==> src/rtl/nvb_pkg.sv <==
package nvb_pkg;

  typedef enum logic [1:0] {
    KS_IDLE    = 2'd0,
    KS_GOT55   = 2'd1,
    KS_GOTAA   = 2'd2,
    KS_WRITING = 2'd3
  } key_state_e;

  localparam logic [1:0] OFS_CTRL = 2'd0;
  localparam logic [1:0] OFS_ADDR = 2'd1;
  localparam logic [1:0] OFS_DATA = 2'd2;
  localparam logic [1:0] OFS_KEY  = 2'd3;

  localparam logic [7:0] KEY_FIRST  = 8'h55;
  localparam logic [7:0] KEY_SECOND = 8'hAA;

  localparam int B_RDGO  = 0;
  localparam int B_WREN  = 1;
  localparam int B_WRGO  = 2;
  localparam int B_DONE  = 3;
  localparam int B_IRQEN = 4;
  localparam int B_BUSY  = 5;

endpackage

==> src/rtl/nvb_array.sv <==
module nvb_array #(
  parameter int ADDR_W = 4,
  parameter int DATA_W = 8
) (
  input  logic              clk,
  input  logic              rst_n,
  input  logic              we,
  input  logic [ADDR_W-1:0] waddr,
  input  logic [DATA_W-1:0] wdata,
  input  logic [ADDR_W-1:0] raddr,
  output logic [DATA_W-1:0] rdata
);
  localparam int DEPTH = 1 << ADDR_W;

  logic [DATA_W-1:0] cells [DEPTH];

  always_ff @(posedge clk or negedge rst_n) begin
    if (!rst_n) begin
      for (int i = 0; i < DEPTH; i++) cells[i] <= '0;
    end else if (we) begin
      cells[waddr] <= wdata;
    end
  end

  assign rdata = cells[raddr];
endmodule

==> src/rtl/nvb_timer.sv <==
module nvb_timer #(
  parameter int CYC = 64
) (
  input  logic clk,
  input  logic rst_n,
  input  logic start,
  output logic busy,
  output logic finish
);
  localparam int CNT_W = (CYC > 1) ? $clog2(CYC) : 1;
  localparam logic [CNT_W-1:0] LAST = CNT_W'(CYC - 1);

  logic             busy_q;
  logic [CNT_W-1:0] cnt_q;

  function automatic logic at_last(input logic [CNT_W-1:0] c);
    return c == LAST;
  endfunction

  always_ff @(posedge clk or negedge rst_n) begin
    if (!rst_n) begin
      busy_q <= 1'b0;
      cnt_q  <= '0;
    end else if (start) begin
      busy_q <= 1'b1;
      cnt_q  <= '0;
    end else if (busy_q) begin
      if (at_last(cnt_q)) begin
        busy_q <= 1'b0;
        cnt_q  <= '0;
      end else begin
        cnt_q <= cnt_q + 1'b1;
      end
    end
  end

  assign busy   = busy_q;
  assign finish = busy_q && at_last(cnt_q);
endmodule

==> src/rtl/nvb_unlock.sv <==
module nvb_unlock
  import nvb_pkg::*;
#(
  parameter int MAX_GAP = 1
) (
  input  logic       clk,
  input  logic       rst_n,
  input  logic       acc,
  input  logic       key_wr,
  input  logic [7:0] key_val,
  input  logic       ctrl_wr,
  input  logic       go_bit,
  input  logic       wr_en,
  input  logic       wr_done,
  output key_state_e state,
  output logic       armed,
  output logic       wr_start
);
  localparam int GAP_W = $clog2(MAX_GAP + 2);
  localparam logic [GAP_W-1:0] GAP_LIM = GAP_W'(MAX_GAP);

  key_state_e       state_q, state_n;
  logic [GAP_W-1:0] gap_q, gap_n;

  function automatic logic gap_spent(input logic [GAP_W-1:0] g);
    return g == GAP_LIM;
  endfunction

  always_comb begin
    state_n  = state_q;
    gap_n    = '0;
    wr_start = 1'b0;
    case (state_q)
      KS_IDLE: begin
        if (key_wr && key_val == KEY_FIRST) state_n = KS_GOT55;
      end
      KS_GOT55: begin
        if (acc) begin
          if (key_wr && key_val == KEY_SECOND) state_n = KS_GOTAA;
          else                                 state_n = KS_IDLE;
        end else if (gap_spent(gap_q)) begin
          state_n = KS_IDLE;
        end else begin
          gap_n = gap_q + 1'b1;
        end
      end
      KS_GOTAA: begin
        if (acc) begin
          if (ctrl_wr && go_bit && wr_en) begin
            state_n  = KS_WRITING;
            wr_start = 1'b1;
          end else begin
            state_n = KS_IDLE;
          end
        end else if (gap_spent(gap_q)) begin
          state_n = KS_IDLE;
        end else begin
          gap_n = gap_q + 1'b1;
        end
      end
      KS_WRITING: begin
        if (wr_done) state_n = KS_IDLE;
      end
      default: state_n = KS_IDLE;
    endcase
  end

  always_ff @(posedge clk or negedge rst_n) begin
    if (!rst_n) begin
      state_q <= KS_IDLE;
      gap_q   <= '0;
    end else begin
      state_q <= state_n;
      gap_q   <= gap_n;
    end
  end

  assign state = state_q;
  assign armed = (state_q == KS_GOTAA);
endmodule

==> src/rtl/nvb_ctrl.sv <==
module nvb_ctrl
  import nvb_pkg::*;
#(
  parameter int ADDR_W       = 4,
  parameter int WRITE_CYCLES = 64,
  parameter int MAX_GAP      = 1
) (
  input  logic       clk,
  input  logic       rst_n,
  input  logic       bus_sel,
  input  logic       bus_we,
  input  logic [1:0] bus_ofs,
  input  logic [7:0] bus_wdata,
  output logic [7:0] bus_rdata,
  output logic       irq
);
  localparam int DATA_W = 8;

  logic [ADDR_W-1:0] addr_q;
  logic [DATA_W-1:0] data_q;
  logic              wr_en_q, done_q, irq_en_q;

  logic       ctrl_wr, addr_wr, data_wr, key_wr;
  logic       rd_fire, ctrl_keep_done;
  logic       busy, wr_finish, wr_start, armed;
  logic [7:0] rd_word;
  logic [7:0] addr_ext;
  key_state_e key_state;

  assign ctrl_wr        = bus_sel && bus_we && (bus_ofs == OFS_CTRL);
  assign addr_wr        = bus_sel && bus_we && (bus_ofs == OFS_ADDR);
  assign data_wr        = bus_sel && bus_we && (bus_ofs == OFS_DATA);
  assign key_wr         = bus_sel && bus_we && (bus_ofs == OFS_KEY);
  assign rd_fire        = ctrl_wr && bus_wdata[B_RDGO] && !busy;
  assign ctrl_keep_done = bus_wdata[B_DONE];

  nvb_unlock #(.MAX_GAP(MAX_GAP)) u_unlock (
    .clk     (clk),
    .rst_n   (rst_n),
    .acc     (bus_sel),
    .key_wr  (key_wr),
    .key_val (bus_wdata),
    .ctrl_wr (ctrl_wr),
    .go_bit  (bus_wdata[B_WRGO]),
    .wr_en   (wr_en_q),
    .wr_done (wr_finish),
    .state   (key_state),
    .armed   (armed),
    .wr_start(wr_start)
  );

  nvb_timer #(.CYC(WRITE_CYCLES)) u_timer (
    .clk   (clk),
    .rst_n (rst_n),
    .start (wr_start),
    .busy  (busy),
    .finish(wr_finish)
  );

  nvb_array #(.ADDR_W(ADDR_W), .DATA_W(DATA_W)) u_array (
    .clk  (clk),
    .rst_n(rst_n),
    .we   (wr_finish),
    .waddr(addr_q),
    .wdata(data_q),
    .raddr(addr_q),
    .rdata(rd_word)
  );

  always_ff @(posedge clk or negedge rst_n) begin
    if (!rst_n) begin
      addr_q <= '0;
      data_q <= '0;
    end else begin
      if (addr_wr && !busy) addr_q <= bus_wdata[ADDR_W-1:0];
      if (rd_fire)                data_q <= rd_word;
      else if (data_wr && !busy)  data_q <= bus_wdata;
    end
  end

  always_ff @(posedge clk or negedge rst_n) begin
    if (!rst_n) begin
      wr_en_q  <= 1'b0;
      irq_en_q <= 1'b0;
      done_q   <= 1'b0;
    end else begin
      if (ctrl_wr) begin
        wr_en_q  <= bus_wdata[B_WREN];
        irq_en_q <= bus_wdata[B_IRQEN];
      end
      if (wr_finish)                       done_q <= 1'b1;
      else if (ctrl_wr && !ctrl_keep_done) done_q <= 1'b0;
    end
  end

  always_comb begin
    addr_ext              = '0;
    addr_ext[ADDR_W-1:0]  = addr_q;
  end

  always_comb begin
    bus_rdata = '0;
    case (bus_ofs)
      OFS_CTRL: begin
        bus_rdata[B_WREN]  = wr_en_q;
        bus_rdata[B_WRGO]  = busy;
        bus_rdata[B_DONE]  = done_q;
        bus_rdata[B_IRQEN] = irq_en_q;
        bus_rdata[B_BUSY]  = busy;
      end
      OFS_ADDR: bus_rdata = addr_ext;
      OFS_DATA: bus_rdata = data_q;
      default:  bus_rdata = '0;
    endcase
  end

  assign irq = done_q && irq_en_q;
endmodule

==> config.mk <==
export PLATFORM = sky130hd
export DESIGN_NAME = nvb_ctrl
export DESIGN_NICKNAME = d
export VERILOG_FILES = /design/src/rtl/nvb_pkg.sv /design/src/rtl/nvb_array.sv /design/src/rtl/nvb_timer.sv /design/src/rtl/nvb_unlock.sv /design/src/rtl/nvb_ctrl.sv
export SDC_FILE = /design/constraint.sdc
export NUM_CORES = 1
export LEC_CHECK = 0
export ABC_AREA = 0
export BUFFER_PORTS_ARGS = -buffer_cell sky130_fd_sc_hd__buf_2
export CORE_AREA = 2 2 106 211
export DETAILED_ROUTE_END_ITERATION = 8
export DIE_AREA = 0 0 108 213
export SLEW_MARGIN = 15
export SYNTH_ARGS = -nofsm -noshare
export SYNTH_HDL_FRONTEND = slang
export SYNTH_SLANG_ARGS = --single-unit
==> constraint.sdc <==
create_clock -name clk -period 2.59 [get_ports clk]
set_input_delay 0.3885 -clock clk [delete_from_list [all_inputs] [get_ports clk]]
set_output_delay 0.3885 -clock clk [all_outputs]
set_load 0.02 [all_outputs]
==> flow_metrics.py <==
metrics = {
    "power_and_ir_drop": {
        "power-per-cell-area_nw_per_um2": 712,
        "p_leak_nw": 3.97,
        "ir_worst_vdd_v": 0.000491,
    },
    "timing": {
        "final.period_utilization": 0.903,
        "period_minus_slack_ns": 2.34,
        "number_of_setup_violations_in_the_final_report": 0,
        "fin_setup_tns_ns": 0,
        "max_slew_vio_count": 0,
        "worst_case_hold_slack_ns": 0.213,
        "timing.slew.headroom": 0.524,
        "rsz0062_at_grt": "no",
        "fmax_ghz": 0.427,
        "hold_viol": 0,
        "tightestPinTransition_ns": 0.714,
        "finClkSkew_ns": 0.00794,
    },
    "synth": {
        "ys_seq_area_frac": 0.520,
        "synth_top_area_frac": 0.520,
        "post_synth_and_or_nand_nor_area_fraction": 0.0830,
        "net_count_after_synthesis": 550,
        "compound_gate_portion_of_the_synthesized_area": 0.0454,
        "synthesized_cell_area_sq_um": 7410,
        "synthMuxAreaShare": 0.309,
        "yosys-top-cells-count": "154 x sky130_fd_sc_hd__dfrtp_1, 134 x sky130_fd_sc_hd__mux2_2, 26 x sky130_fd_sc_hd__mux4_2",
        "synth_top_family_by_area": "multiplexers",
        "synth.largest_area_cell": "sky130_fd_sc_hd__dfrtp_1",
        "number_of_flops_mapped_to_enable_cells_by_yosys": 0,
        "syn-mean-instance-area_sq_um": 14.1,
        "yosysUniqueCellTypes": 50,
        "ys_async_sr_fraction": 1.00,
        "ffs_latches_synth": 154,
        "synth_area_in_xor_xnor": 0.00237,
        "yosysMostFrequentCell": "sky130_fd_sc_hd__dfrtp_1",
        "fraction_of_the_mapped_netlist_area_in_adder_cells": 0.0186,
        "dominantRegCellSynth": "sky130_fd_sc_hd__dfrtp_1",
        "synthesis.yosys.warnings": 0,
        "post_synth_inst_count": 525,
        "ys_top_cells_by_area": "sky130_fd_sc_hd__dfrtp_1 52%, sky130_fd_sc_hd__mux2_2 20%, sky130_fd_sc_hd__mux4_2 7.9%, sky130_fd_sc_hd__mux2i_1 2.3%, sky130_fd_sc_hd__ha_1 1.9%",
    },
    "global_routing": {
        "grt_pass1_vias": 5021,
        "grt_max_degree": 77,
        "grt_pass1_wl_microns": 29000,
        "global_route.overflow_total": 0,
        "total_routing_usage_reported_by_global_routing": 0.173,
        "grt_antenna_before_repair": 0,
    },
    "clocking": {
        "numClockSinks": 154,
        "cts_max_level": 4,
        "cts_root_buffer": "sky130_fd_sc_hd__clkbuf_16",
        "cts_buffers": 17,
        "cts.clk_slew.worst_paths_ns": 0.06,
        "cts_buffer_depth": 2,
        "post_cts_hold_buffer_count": 1,
        "insertion_delay_ns": 0.44,
        "cts_tree": "built",
        "cts_repair_resize_count": 0,
        "post-cts-setup-buffer-count": 0,
    },
    "setup_path": {
        "timing.setup.critical_path_class": "reg2out",
        "crit-reg2reg-capture": "u_array.cells[100]",
        "reg2reg_setup_slack_ns": 0.35,
        "cp-start-kind": "flip-flop",
        "critical_path.endpoint_type": "output port",
        "worst-endpoint-arrival_ns": 1.95,
        "critical_path_peak_fanout": 10,
        "regToRegStartpoint": "u_timer.cnt_q[1]",
        "worst_r2r_path_depth": 6,
        "cp.required_ns": 2.20,
    },
    "drt": {
        "vias_per_cell": 5.34,
        "drc": 0,
        "route.antenna.remaining_nets": 0,
        "iteration_count_of_the_initial_detailed_routing_pass": 6,
        "wl_microns": 18100,
        "initialDrtViolationCount": 328,
        "route.detailed.wl_per_inst_microns": 21.5,
        "routed-via-count": 4510,
    },
    "placement": {
        "routabilityCongestion": 0.824,
        "post-dp-hpwl_microns": 13000,
        "placed_cell_area_sq_um": 7960,
        "placement.io_buffers": 22,
    },
    "run_status": {
        "run_status": "complete, no violations",
    },
    "die": {
        "design.portCount": 23,
        "die_h_microns": 213,
        "core_area_sq_um": 21400,
        "design.die.area_sq_um": 23000,
        "fp-row-count": 76,
        "start_util": 0.346,
        "die_width_microns": 108,
    },
    "final_layout": {
        "flow.area_growth_from_synthesis_pct": 15.5,
        "antenna-diode-count": 0,
        "num-nets-final": 583,
        "post_route_cells_drive_above_1_share": 0.450,
        "final_area_sq_um": 8550,
    },
    "worst_hold_path": {
        "holdCritStartpoint": "bus_sel",
        "count_of_cells_along_the_worst_hold_path": 2,
        "min-delay-path-class": "in2reg",
        "worst_hold_endpoint": "u_unlock.gap_q[0]",
    },
    "job": {
        "max-cap-violations": 0,
    },
}
## state kept, by name (all words and copies together), names as in the netlist
name / flops
data_q: 8
done_q: 1
u_timer.busy: 1
u_timer.cnt_q: 6
u_unlock.gap_q: 2
wr_en_q: 1
u_unlock.state: 2
addr_q: 4
irq_en_q: 1
u_array.cells: 128
## power breakdown
group          switching [mW]  leakage, nW  internal [mW]
combinational           0.518         1.59          0.357
clock                   0.997        0.271           1.46
sequential              0.255         2.11           2.50
## through the flow
stage | util | setup slack, ns | std cells | total power [mW]
finish | 0.400 | 0.250 | 844 | 6.09
detailed placement | 0.372 | 0.194 | 811 | 3.68
CTS | 0.400 | 0.247 | 844 | 6.15
global placement | 0.372 | 0.205 | 811 | 3.65
global route | 0.400 | 0.144 | 844 | 6.36
floorplan | - | 0.714 | 525 | 3.29
## cells by family (layout without fill, tap and decap cells)
kind of cell             count (synthesis)  count (layout)
AO/OA/AOI/OAI                           51              51
XOR/XNOR                                 2               2
multiplexers                           179             179
buffers and inverters                   33              79
adder cells (fa/ha/maj)                 11              11
flip-flops                             154             154
AND/OR/NAND/NOR                         95              95
## cells in the final DEF (no fill, tap or decap), types with 2 or more instances in the layout
cell / instances
sky130_fd_sc_hd__dfrtp_1: 152
sky130_fd_sc_hd__mux2_2: 134
sky130_fd_sc_hd__mux4_2: 26
sky130_fd_sc_hd__buf_2: 21
sky130_fd_sc_hd__mux2i_1: 17
sky130_fd_sc_hd__clkbuf_16: 17
sky130_fd_sc_hd__nor2_1: 16
sky130_fd_sc_hd__o21ai_0: 15
sky130_fd_sc_hd__buf_4: 13
sky130_fd_sc_hd__nand2_1: 12
sky130_fd_sc_hd__nor2b_1: 11
sky130_fd_sc_hd__o22ai_1: 11
sky130_fd_sc_hd__ha_1: 11
sky130_fd_sc_hd__nor2_2: 10
sky130_fd_sc_hd__nor3_1: 7
sky130_fd_sc_hd__buf_12: 7
sky130_fd_sc_hd__nand3_1: 6
sky130_fd_sc_hd__and2_1: 5
sky130_fd_sc_hd__clkinvlp_4: 5
sky130_fd_sc_hd__inv_1: 4
sky130_fd_sc_hd__nor3_4: 4
sky130_fd_sc_hd__a21oi_1: 4
sky130_fd_sc_hd__a211oi_1: 4
sky130_fd_sc_hd__a222oi_1: 3
sky130_fd_sc_hd__a22oi_1: 3
sky130_fd_sc_hd__nor2_4: 3
sky130_fd_sc_hd__and3_1: 3
sky130_fd_sc_hd__a2111oi_0: 3
sky130_fd_sc_hd__nor4bb_1: 3
sky130_fd_sc_hd__clkinv_2: 3
sky130_fd_sc_hd__nor3b_1: 2
sky130_fd_sc_hd__nand2b_1: 2
sky130_fd_sc_hd__mux2_1: 2
sky130_fd_sc_hd__xor2_1: 2
sky130_fd_sc_hd__nand3b_1: 2
sky130_fd_sc_hd__dfrtp_2: 2
sky130_fd_sc_hd__clkbuf_8: 2
sky130_fd_sc_hd__clkbuf_1: 2
sky130_fd_sc_hd__bufinv_16: 2
## metal layers
metal  vias to the layer above  part of all wire  wire length, microns  track usage
li1                       2007                 -                     -            -
met2                       107              0.59                 10600        0.331
met4                         0             0.034                   624       0.0822
met5                         -                 0                     0            0
met1                      2367              0.35                  6270        0.173
met3                        29             0.034                   624       0.0357
## worst max-delay path, stage by stage, from the launching register on
cell                       delay [ns]
sky130_fd_sc_hd__dfrtp_1         0.59
sky130_fd_sc_hd__buf_4           0.29
sky130_fd_sc_hd__buf_4           0.15
sky130_fd_sc_hd__a222oi_1        0.25
sky130_fd_sc_hd__nor2_1          0.06
sky130_fd_sc_hd__buf_2           0.16
## final cells by class
class	instances	area [sq um]
Clock inverter	11	121
Tap cell	273	342
Multi-Input combinational cell	338	3390
Sequential cell	154	3860
Fill cell	1973	12800
Clock buffer	21	460
Inverter	4	15.0
Timing Repair Buffer	43	364
## worst max path at each step
stage | from | end | slack (ns) | depth (start not counted)
global placement | bus_ofs[0] | data_q[5] | 0.21 | 6
floorplan | addr_q[1] | bus_rdata[1] | 0.71 | 6
global route | addr_q[2] | bus_rdata[2] | 0.14 | 5
finish | addr_q[2] | bus_rdata[2] | 0.25 | 5
detailed placement | bus_ofs[0] | data_q[5] | 0.19 | 6
CTS | addr_q[2] | bus_rdata[2] | 0.25 | 5
Power figures use the tool's default switching activity.
